File: config.mk
export PLATFORM = sky130hd
export DESIGN_NAME = stor_csr_bank
export DESIGN_NICKNAME = d
export VERILOG_FILES = /design/src/rtl/stor_pkg.sv /design/src/rtl/stor_chan.sv /design/src/rtl/stor_rdmux.sv /design/src/rtl/stor_csr_bank.sv
export SDC_FILE = /design/constraint.sdc
export NUM_CORES = 1
export LEC_CHECK = 0
export BUFFER_PORTS_ARGS = -buffer_cell sky130_fd_sc_hd__buf_2
export CAP_MARGIN = 30
export CORE_UTILIZATION = 40
export CTS_CLUSTER_SIZE = 28
export DETAILED_ROUTE_END_ITERATION = 12
export PLACE_DENSITY = 0.68
export SYNTH_ARGS = -nofsm -noshare
export SYNTH_HDL_FRONTEND = slang
export SYNTH_SLANG_ARGS = --single-unit
File: constraint.sdc
create_clock -name clk_i -period 2.17 [get_ports clk_i]
set_clock_uncertainty 0.2 [all_clocks]
set_input_delay 0.1085 -clock clk_i [delete_from_list [all_inputs] [get_ports clk_i]]
set_output_delay 0.1085 -clock clk_i [all_outputs]
set_load 0.02 [all_outputs]
File: src/rtl/stor_pkg.sv
package stor_pkg;
  localparam int ADDR_W = 9;
  localparam int DATA_W = 32;
  localparam int NCH    = 2;
  localparam int LNK_W  = 12;
  localparam int IEN_W  = 16;
  localparam logic [DATA_W-1:0] CONF_RST = 32'h6515_0000;
  localparam logic [IEN_W-1:0]  IEN_MASK = 16'h3EED;
  localparam logic [DATA_W-1:0] LINK_UP  = 32'h0000_0113;
  localparam int IRQ_BIT = 11;
endpackage

File: src/rtl/stor_chan.sv
module stor_chan
  import stor_pkg::*;
(
  input  logic              clk_i,
  input  logic              rst_ni,
  input  logic              wr_cmd_i,
  input  logic              wr_scr_i,
  input  logic              wr_sts_i,
  input  logic              wr_lnk_i,
  input  logic              wr_ien_i,
  input  logic [7:0]        wbyte_i,
  input  logic [LNK_W-1:0]  wlnk_i,
  input  logic [IEN_W-1:0]  wien_i,
  input  logic              bm_active_i,
  input  logic              bm_err_set_i,
  input  logic              bm_int_set_i,
  input  logic              irq_i,
  output logic [7:0]        cmd_o,
  output logic [5:0]        scr_o,
  output logic [7:0]        sts_o,
  output logic [LNK_W-1:0]  lnk_o,
  output logic [IEN_W-1:0]  ien_o,
  output logic [DATA_W-1:0] conf_o,
  output logic              irq_flag_o,
  output logic              bus_rst_o
);
  logic       err_q, int_q, irq_q, brst_q;
  logic [1:0] sw_q;

  always_ff @(posedge clk_i or negedge rst_ni) begin
    if (!rst_ni) begin
      cmd_o  <= '0;
      scr_o  <= '0;
      sw_q   <= '0;
      err_q  <= 1'b0;
      int_q  <= 1'b0;
      lnk_o  <= '0;
      ien_o  <= '0;
      irq_q  <= 1'b0;
      brst_q <= 1'b1;  // reset issues a bus reset
    end else begin
      if (wr_cmd_i) cmd_o <= wbyte_i;
      if (wr_scr_i) scr_o <= wbyte_i[5:0];
      if (wr_sts_i) sw_q <= wbyte_i[6:5];
      // set pulse wins over software clear
      err_q  <= (err_q & ~(wr_sts_i & wbyte_i[1])) | bm_err_set_i;
      int_q  <= (int_q & ~(wr_sts_i & wbyte_i[2])) | bm_int_set_i;
      if (wr_lnk_i) lnk_o <= wlnk_i;
      if (wr_ien_i) ien_o <= wien_i & IEN_MASK;
      irq_q  <= irq_i;
      brst_q <= wr_lnk_i & wlnk_i[0];
    end
  end

  assign sts_o      = {1'b0, sw_q, 2'b00, int_q, err_q, bm_active_i};
  assign irq_flag_o = irq_q;
  assign conf_o     = CONF_RST | (DATA_W'(irq_q) << IRQ_BIT);
  assign bus_rst_o  = brst_q;

  p_w1c_clear_r3: assert property (@(posedge clk_i) disable iff (!rst_ni)
    (wr_sts_i && wbyte_i[2] && !bm_int_set_i) |=> !sts_o[2]);
  p_sticky_set_r4: assert property (@(posedge clk_i) disable iff (!rst_ni)
    bm_err_set_i |=> sts_o[1]);
  p_brst_fire_r5: assert property (@(posedge clk_i) disable iff (!rst_ni)
    (wr_lnk_i && wlnk_i[0]) |=> bus_rst_o);
  p_brst_quiet_r5: assert property (@(posedge clk_i) disable iff (!rst_ni)
    !(wr_lnk_i && wlnk_i[0]) |=> !bus_rst_o);
  p_ien_hold_r6: assert property (@(posedge clk_i) disable iff (!rst_ni)
    !wr_ien_i |=> $stable(ien_o));
  p_irq_rise_r7: assert property (@(posedge clk_i) disable iff (!rst_ni)
    irq_i |=> irq_flag_o);
  p_irq_fall_r7: assert property (@(posedge clk_i) disable iff (!rst_ni)
    !irq_i |=> !irq_flag_o);
endmodule

File: src/rtl/stor_rdmux.sv
module stor_rdmux
  import stor_pkg::*;
(
  input  logic [ADDR_W-1:0]           addr_i,
  input  logic [NCH-1:0][7:0]         cmd_i,
  input  logic [NCH-1:0][5:0]         scr_i,
  input  logic [NCH-1:0][7:0]         sts_i,
  input  logic [NCH-1:0][LNK_W-1:0]   lnk_i,
  input  logic [NCH-1:0][IEN_W-1:0]   ien_i,
  input  logic [NCH-1:0][DATA_W-1:0]  conf_i,
  input  logic [NCH-1:0]              irq_flag_i,
  input  logic [NCH-1:0]              dev_present_i,
  output logic [DATA_W-1:0]           rdata_o
);
  logic [DATA_W-1:0] sum0, sum1;

  always_comb begin
    sum0 = {sts_i[1], sts_i[0], 1'b0, sts_i[1][2], 6'b0, cmd_i[0]};
    sum0[4] = sum0[4] | irq_flag_i[0];
    sum0[6] = sum0[6] | irq_flag_i[1];
    sum1 = {8'b0, sts_i[1], 8'b0, cmd_i[1]};
    sum1[4] = sum1[4] | irq_flag_i[1];
  end

  always_comb begin
    unique case (addr_i)
      9'h000:  rdata_o = DATA_W'(cmd_i[0]);
      9'h001:  rdata_o = DATA_W'(scr_i[0]);
      9'h002:  rdata_o = DATA_W'(sts_i[0]);
      9'h008:  rdata_o = DATA_W'(cmd_i[1]);
      9'h009:  rdata_o = DATA_W'(scr_i[1]);
      9'h00A:  rdata_o = DATA_W'(sts_i[1]);
      9'h010:  rdata_o = sum0;
      9'h018:  rdata_o = sum1;
      9'h0A0:  rdata_o = conf_i[0];
      9'h0E0:  rdata_o = conf_i[1];
      9'h100:  rdata_o = DATA_W'(lnk_i[0]);
      9'h180:  rdata_o = DATA_W'(lnk_i[1]);
      9'h104:  rdata_o = dev_present_i[0] ? LINK_UP : '0;
      9'h184:  rdata_o = dev_present_i[1] ? LINK_UP : '0;
      9'h148:  rdata_o = {ien_i[0], 16'h0};
      9'h1C8:  rdata_o = {ien_i[1], 16'h0};
      default: rdata_o = '0;
    endcase
  end
endmodule

File: src/rtl/stor_csr_bank.sv
module stor_csr_bank
  import stor_pkg::*;
(
  input  logic              clk_i,
  input  logic              rst_ni,
  input  logic              acc_vld_i,
  input  logic              acc_wr_i,
  input  logic [8:0]        acc_addr_i,
  input  logic [1:0]        acc_size_i,
  input  logic [31:0]       acc_wdata_i,
  output logic [31:0]       rdata_o,
  input  logic [1:0]        bm_active_i,
  input  logic [1:0]        bm_err_set_i,
  input  logic [1:0]        bm_int_set_i,
  input  logic [1:0]        chan_irq_i,
  input  logic [1:0]        dev_present_i,
  output logic              irq_o,
  output logic [1:0]        bus_rst_o,
  output logic [1:0]        tf_stb_o,
  output logic [3:0]        tf_off_o,
  output logic              tf_wr_o,
  output logic [1:0]        tf_size_o
);
  logic [NCH-1:0][7:0]        cmd, sts;
  logic [NCH-1:0][5:0]        scr;
  logic [NCH-1:0][LNK_W-1:0]  lnk;
  logic [NCH-1:0][IEN_W-1:0]  ien;
  logic [NCH-1:0][DATA_W-1:0] conf;
  logic [NCH-1:0]             irq_flag;
  logic [DATA_W-1:0]          rd_raw;
  logic                       wen, ren;
  logic                       byte_blk;
  logic                       unused_wdata;

  assign wen      = acc_vld_i & acc_wr_i;
  assign ren      = acc_vld_i & ~acc_wr_i;
  // 0x00-0x03, 0x08-0x0B and their 0x10 aliases
  assign byte_blk = (acc_addr_i[8:5] == 4'h0) & ~acc_addr_i[2];
  assign unused_wdata = ^acc_wdata_i[15:LNK_W];

  for (genvar c = 0; c < NCH; c++) begin : g_ch
    localparam logic [8:0] LNK_A = 9'h100 + 9'(c * 128);
    localparam logic [8:0] IEN_A = 9'h148 + 9'(c * 128);
    localparam logic [8:0] TF_A  = 9'h080 + 9'(c * 64);
    logic sel, tf_hit;
    assign sel    = byte_blk & (acc_addr_i[3] == 1'(c));
    assign tf_hit = (acc_addr_i[8:3] == TF_A[8:3]) |
                    (acc_addr_i == (TF_A | 9'h00A));
    assign tf_stb_o[c] = acc_vld_i & tf_hit;

    stor_chan u_chan (
      .clk_i        (clk_i),
      .rst_ni       (rst_ni),
      .wr_cmd_i     (wen & sel & (acc_addr_i[1:0] == 2'd0)),
      .wr_scr_i     (wen & sel & (acc_addr_i[1:0] == 2'd1)),
      .wr_sts_i     (wen & sel & (acc_addr_i[1:0] == 2'd2)),
      .wr_lnk_i     (wen & (acc_addr_i == LNK_A)),
      .wr_ien_i     (wen & (acc_addr_i == IEN_A)),
      .wbyte_i      (acc_wdata_i[7:0]),
      .wlnk_i       (acc_wdata_i[LNK_W-1:0]),
      .wien_i       (acc_wdata_i[31:16]),
      .bm_active_i  (bm_active_i[c]),
      .bm_err_set_i (bm_err_set_i[c]),
      .bm_int_set_i (bm_int_set_i[c]),
      .irq_i        (chan_irq_i[c]),
      .cmd_o        (cmd[c]),
      .scr_o        (scr[c]),
      .sts_o        (sts[c]),
      .lnk_o        (lnk[c]),
      .ien_o        (ien[c]),
      .conf_o       (conf[c]),
      .irq_flag_o   (irq_flag[c]),
      .bus_rst_o    (bus_rst_o[c])
    );
  end

  stor_rdmux u_rdmux (
    .addr_i        (acc_addr_i),
    .cmd_i         (cmd),
    .scr_i         (scr),
    .sts_i         (sts),
    .lnk_i         (lnk),
    .ien_i         (ien),
    .conf_i        (conf),
    .irq_flag_i    (irq_flag),
    .dev_present_i (dev_present_i),
    .rdata_o       (rd_raw)
  );

  assign rdata_o   = ren ? rd_raw : '0;
  assign irq_o     = |irq_flag;
  assign tf_off_o  = acc_addr_i[3:0];
  assign tf_wr_o   = acc_wr_i;
  assign tf_size_o = acc_size_i;

  p_tf_onehot_r12: assert property (@(posedge clk_i) disable iff (!rst_ni)
    $onehot0(tf_stb_o));
  p_tf_needs_vld_r12: assert property (@(posedge clk_i) disable iff (!rst_ni)
    !acc_vld_i |-> (tf_stb_o == 2'b00));
  p_irq_merge_r7: assert property (@(posedge clk_i) disable iff (!rst_ni)
    (chan_irq_i != 2'b00) |=> irq_o);
endmodule

# After elaboration in Yosys (flattened, before gate mapping)
# Index checks and enable logic that the tools add are counted.
# op_classes
n_lt_le_gt_ge	0
n_div	0
mul	0
n_addsub	0
reduce_logical	4
bitwise	45
shifts	0
mux	4
n_eq_ne	21
# ops
cell	n
32-bit one-hot mux with 16 select lines	1
9-bit equality test (second input constant)	6
9-bit by 8-bit equality test with 1-bit output (second input constant)	4
32-bit 2-to-1 mux	1
1-bit AND	29
9-bit by 4-bit equality test with 1-bit output (second input constant)	3
9-bit by 5-bit equality test with 1-bit output (second input constant)	2
9-bit 2-to-1 mux	2
6-bit by 5-bit equality test with 1-bit output (second input constant)	2
9-bit by 1-bit equality test with 1-bit output (second input constant)	1
9-bit by 2-bit equality test with 1-bit output (second input constant)	1
9-bit logical NOT	1
1-bit bitwise OR	9
1-bit NOT	7
4-bit logical NOT	1
2-bit by 1-bit equality test with 1-bit output (second input constant)	1
2-bit equality test (second input constant)	1
2-bit logical NOT	1
2-bit OR reduction	1
# totals
reg_bits	86
ramBits	0
wordCells	92
latch_bits	0
mem_count	0
output_inout_bits	44
rom_bits	0

# Depth between registers and ports, before layout
# depth
ltp_word	9
depth_mapped	8
mapped_depth_nobuf	5

# Modules after synthesis
# From an unflattened synthesis, not the netlist that was laid out.
# hier_totals
hier_cells	573
hier_area_um2	6000.8
# modules_own_cells
mod	area_per_inst_um2	cells_each	n_inst	seq_area_each_um2
stor_chan	1943.1	136	2	1077.3
stor_rdmux	1637.8	228	1	0.0
stor_csr_bank	476.7	73	1	0.0

# Least setup slack after synthesis
# No wires, ideal clock.
# synth_path
path_kind	input-to-output
from	input acc_addr_i[5]
to	output rdata_o[0]
path_buffers	2
t_required_ns	1.862
cell_stages	7
arrival_ns	1.944
setup_slack_ns	-0.083
cell_sequence	buf_2 or4_4 or3_1 o22ai_1 o41ai_4 buf_6 a41oi_1
# synth_via
elab_chain_len	3
word_cells_on_any_way	18
cone_classes	eq/ne (15); mux (2); reduce/logical (1)
# synth_lines
element	line_no	rtl
start, declared	stor_csr_bank.sv:8	input logic [8:0] acc_addr_i,
9-bit equality test (tied with other cells)	stor_rdmux.sv:26	unique case (addr_i)
32-bit one-hot mux with 16 select lines (*)	stor_rdmux.sv:26	
32-bit 2-to-1 mux (*)	stor_csr_bank.sv:90	assign rdata_o = ren ? rd_raw : '0;
end, declared	stor_csr_bank.sv:11	output logic [31:0] rdata_o,
# Every way passes the cells marked *; elsewhere a longest branch is shown, timed or not.

# Worst setup path in the final report
# layout_path
from	input acc_addr_i[7]
to	output rdata_o[27]
# The elaborated chain is that of the path after synthesis.

==> impl_results.md <==
* Clk buf depth at 2
* Top post-synthesis cells by area: dfrtp_1 (46%), mux2_2 (18%), mux2i_1 (2.6%), a22oi_1 (2.3%), buf_4 (2.1%)
* Unrepaired setup endpoints after global routing: yes
* Post-synth top flop: dfrtp_1
* Port Buf Inserts at 83
* DR WL/cell at 19.35 µm
* Pwr Total at 0.003565 W
* MaxCap Viol Count at 0
* Placed Area at 0.005483 mm²
* Layout cells sized above 1 at 50.27%
* Int Pwr at between 0.002 and 0.003 W
* H-tree lvl count at 3
* Sw Ratio at 24.43%
* Worst slew pin tran at 0.5985 ns
* Reg2Reg Depth at 1
* Antenna Cells at 0
* Period utilization at 104.7%
* Final Hold Fails at 0
* Setup TNS at -1.074 ns
* Nets@finish at between 600 and 700
* Core Box Area at 0.01103 mm²
* Most common cell in the synthesized netlist: dfrtp_1
* WP data required at between 1.5 and 2 ns
* Final Setup Violations at 20
* Aggregate global routing overflow at 0
* Clk sinks at 86
* Synth cell count leaders: dfrtp_1 (84), mux2_2 (75), nor2_1 (25)
* Arrival time worst endpoint at ~2 ns
* Status: finished with violations
* Sequential Power Share at a little under half
* CTS tree: yes
* DRT Pass-1 Iters at 6
* Effective utilization at floorplan at 41.59%
* Full die area at 0.01190 mm²
* CTS Root Cell: clkbuf_16
* WHS Path Cells at 0
* Post-Route WL at ~14 mm
* Via count at 4,047
* Netlist cell types at between 50 and 60
* FF-to-FF End: g_ch[1].u_chan.sw_q[0]
* Failing checks: setup timing
* Highest clock rate at around 440 MHz
* Vias in the first global route at 4,097
* Critical path, cell by cell: buf_8 -> or4_4 -> or3_1 -> o22ai_2 -> o41ai_4 -> buf_12 -> nor3_2 -> buf_4
* Worst skew pair latency at 0.34 ns
* Final WS setup at -0.1010 ns
* CP startpoint kind: primary input
* Cells after Synth at a little over 400
* Worst slew margin at between 60% and 70%
* Pre-CTS setup slack at -0.1933 ns
* Critical Path Max Stage Delay at 0.52 ns
* Min Tclk post-route at about 2.3 ns
* Async S/R FF share, synth at 100.0%
* I/O pins at 101
* Antenna violations before repair at 0
* Clock Power Share at 43.3%
* Chip height at 109.1 µm
* Comb pwr share at 10.3%
* Yosys reg bits at 86
* Worst VDD drop at 0.0004057 V
* DRC Markers at 0
* Psw at 0.0008708 W
* Hold Crit Class: in -> out
* Layout area overhead at 39.76%
* Start of the worst register-to-register path: g_ch[1].u_chan.sw_q[0]
* Pwr/cell area at approximately 560 mW/mm²
* Largest net degree at the start of global routing at 47
* Cell area after layout at 0.006412 mm²
* Syn Area/Cell at 11.33 µm²
* Cell taking the most area after synthesis: dfrtp_1
* WHS Endpoint: tf_size_o[0]
* DRT iter0 DRCs at 304
* Post-synth top area share at 45.81%
* Number of synthesized flops with an enable pin at 0
* Pins over their slew limit at 0
* Hpwl dp at 9.417 mm
* Setup Crit Path Kind: in -> out
* Placer Congestion at approximately 0.88
* Critical path capture point type: output port
* Seq/Total Area, Yosys at between 40 and 50%
* Hold Crit Start: acc_size_i[0]
* CP Max Fanout at 12
* Vias per cell at 5.740
* Antenna-violating nets left at 0
* Leakage at 2.952 nW
* Post-Syn Area at 0.004588 mm²
* Yosys warns at 0
* Num CTS Buffers at 9
* Total track usage at 23.87%
* CP max-delay cell: or4_4
* Row Count at 38
* First-pass GRT wire length at 21.25 mm
* R2r setup slk at 1.16 ns
* # fillers at around 900
* DIE WIDTH at 109.1 µm
## cells in the final DEF (no fill, tap or decap), drive strengths merged, types with 10 or more instances in the layout
cell,instances
mux2,75
a22oi,14
o21ai,11
dlygate4sd3,30
clkbuf,10
a21oi,15
nand2,24
mux2i,12
buf,146
nor2,26
nor3,15
dfrtp,84
## per-stage QoR
step / utilization, % / hold slack [ns] / std cells
global placement: 49.71 / -0.05212 / 656
detailed placement: 49.71 / -0.04824 / 656
floorplan: - / -0.3871 / 408
CTS: 57.62 / 0.01714 / 706
finish: 58.13 / 0.01704 / 705
global route: 58.13 / 0.01706 / 705
## area by class of cell
class / count / area [µm²] / share of cell area, %
Clock buffer: 9 / 225.2 / 3.512
Tap cell: 140 / 175.2 / 2.732
Multi-Input combinational cell: 279 / 2401 / 37.44
Sequential cell: 86 / 2155 / 33.60
Inverter: 7 / 26.28 / 0.4098
Clock inverter: 7 / 72.57 / 1.132
Timing Repair Buffer: 177 / 1358 / 21.17
## power groups by stage
stage | Sequential [W] | Clock (W) | Combinational (W)
final | 0.00165 | 0.00154 | 0.000368
after global routing | 0.00166 | 0.00163 | 0.000398
after CTS | 0.00165 | 0.00156 | 0.000357
after detailed placement | 0.00168 | 0 | 0.000303
after global placement | 0.00168 | 0 | 0.000296
after floorplan | 0.00168 | 0 | 0.000152
## flip-flops by register name, indices dropped and copies added (netlist names)
register,cells
g_ch.u_chan.sw_q,4
g_ch.u_chan.lnk_o,24
g_ch.u_chan.irq_flag_o,2
g_ch.u_chan.err_q,2
g_ch.u_chan.ien_o,22
g_ch.u_chan.int_q,2
g_ch.u_chan.bus_rst_o,2
g_ch.u_chan.cmd_o,16
g_ch.u_chan.scr_o,12
## metal layers
metal / share of wire, % / up-vias / wire length, µm / track usage (%)
met5: 0 / - / 0 / 0
met3: 6.3 / 17 / 853 / 5.380
li1: - / 1798 / - / -
met1: 43 / 2054 / 5885 / 32.00
met2: 49 / 178 / 6660 / 37.87
met4: 1.8 / 0 / 239 / 8.205
## how the worst max path moves through the flow
stage | from | end | slack (ns) | depth (start not counted)
6_report | acc_addr_i[7] | rdata_o[27] | -0.10 | 8
5_1_grt | acc_addr_i[7] | rdata_o[23] | -0.15 | 8
4_1_cts | acc_addr_i[7] | rdata_o[18] | -0.09 | 8
3_5_place_dp | acc_addr_i[7] | rdata_o[1] | -0.19 | 8
3_3_place_gp | acc_addr_i[7] | rdata_o[0] | -0.15 | 8
2_1_floorplan | acc_addr_i[5] | rdata_o[0] | -0.08 | 7
## critical path: cells and delay by family
| family | cells | cell delay (ns) |
|---|---|---|
| AOI/OAI and AO/OA | 2 | 0.33 |
| buffers and inverters | 3 | 0.48 |
| and+or+nand+nor | 3 | 1.04 |
## cell families (layout without fill, tap and decap cells)
group / Yosys count / in the layout / share of synthesized area, %
muxes: 87 / 87 / 21.03
and+or+nand+nor: 112 / 112 / 14.37
DFF: 86 / 86 / 46.96
buffers and inverters: 43 / 200 / 5.345
AOI/OAI and AO/OA: 76 / 76 / 12.22
other: 1 / 4 / 0.08173
## timing repair
item | 4_1_cts | 5_1_grt
gates resized for setup | 59 | 16
endpoints found under the hold margin | 128 | 0
endpoints found under the setup margin | 24 | 26
gates cloned | 2 | 0
hold buffers | 30 | 0
buffers inserted | 3 | 0
pin swaps | 7 | 2
Power figures use the tool's default switching activity.
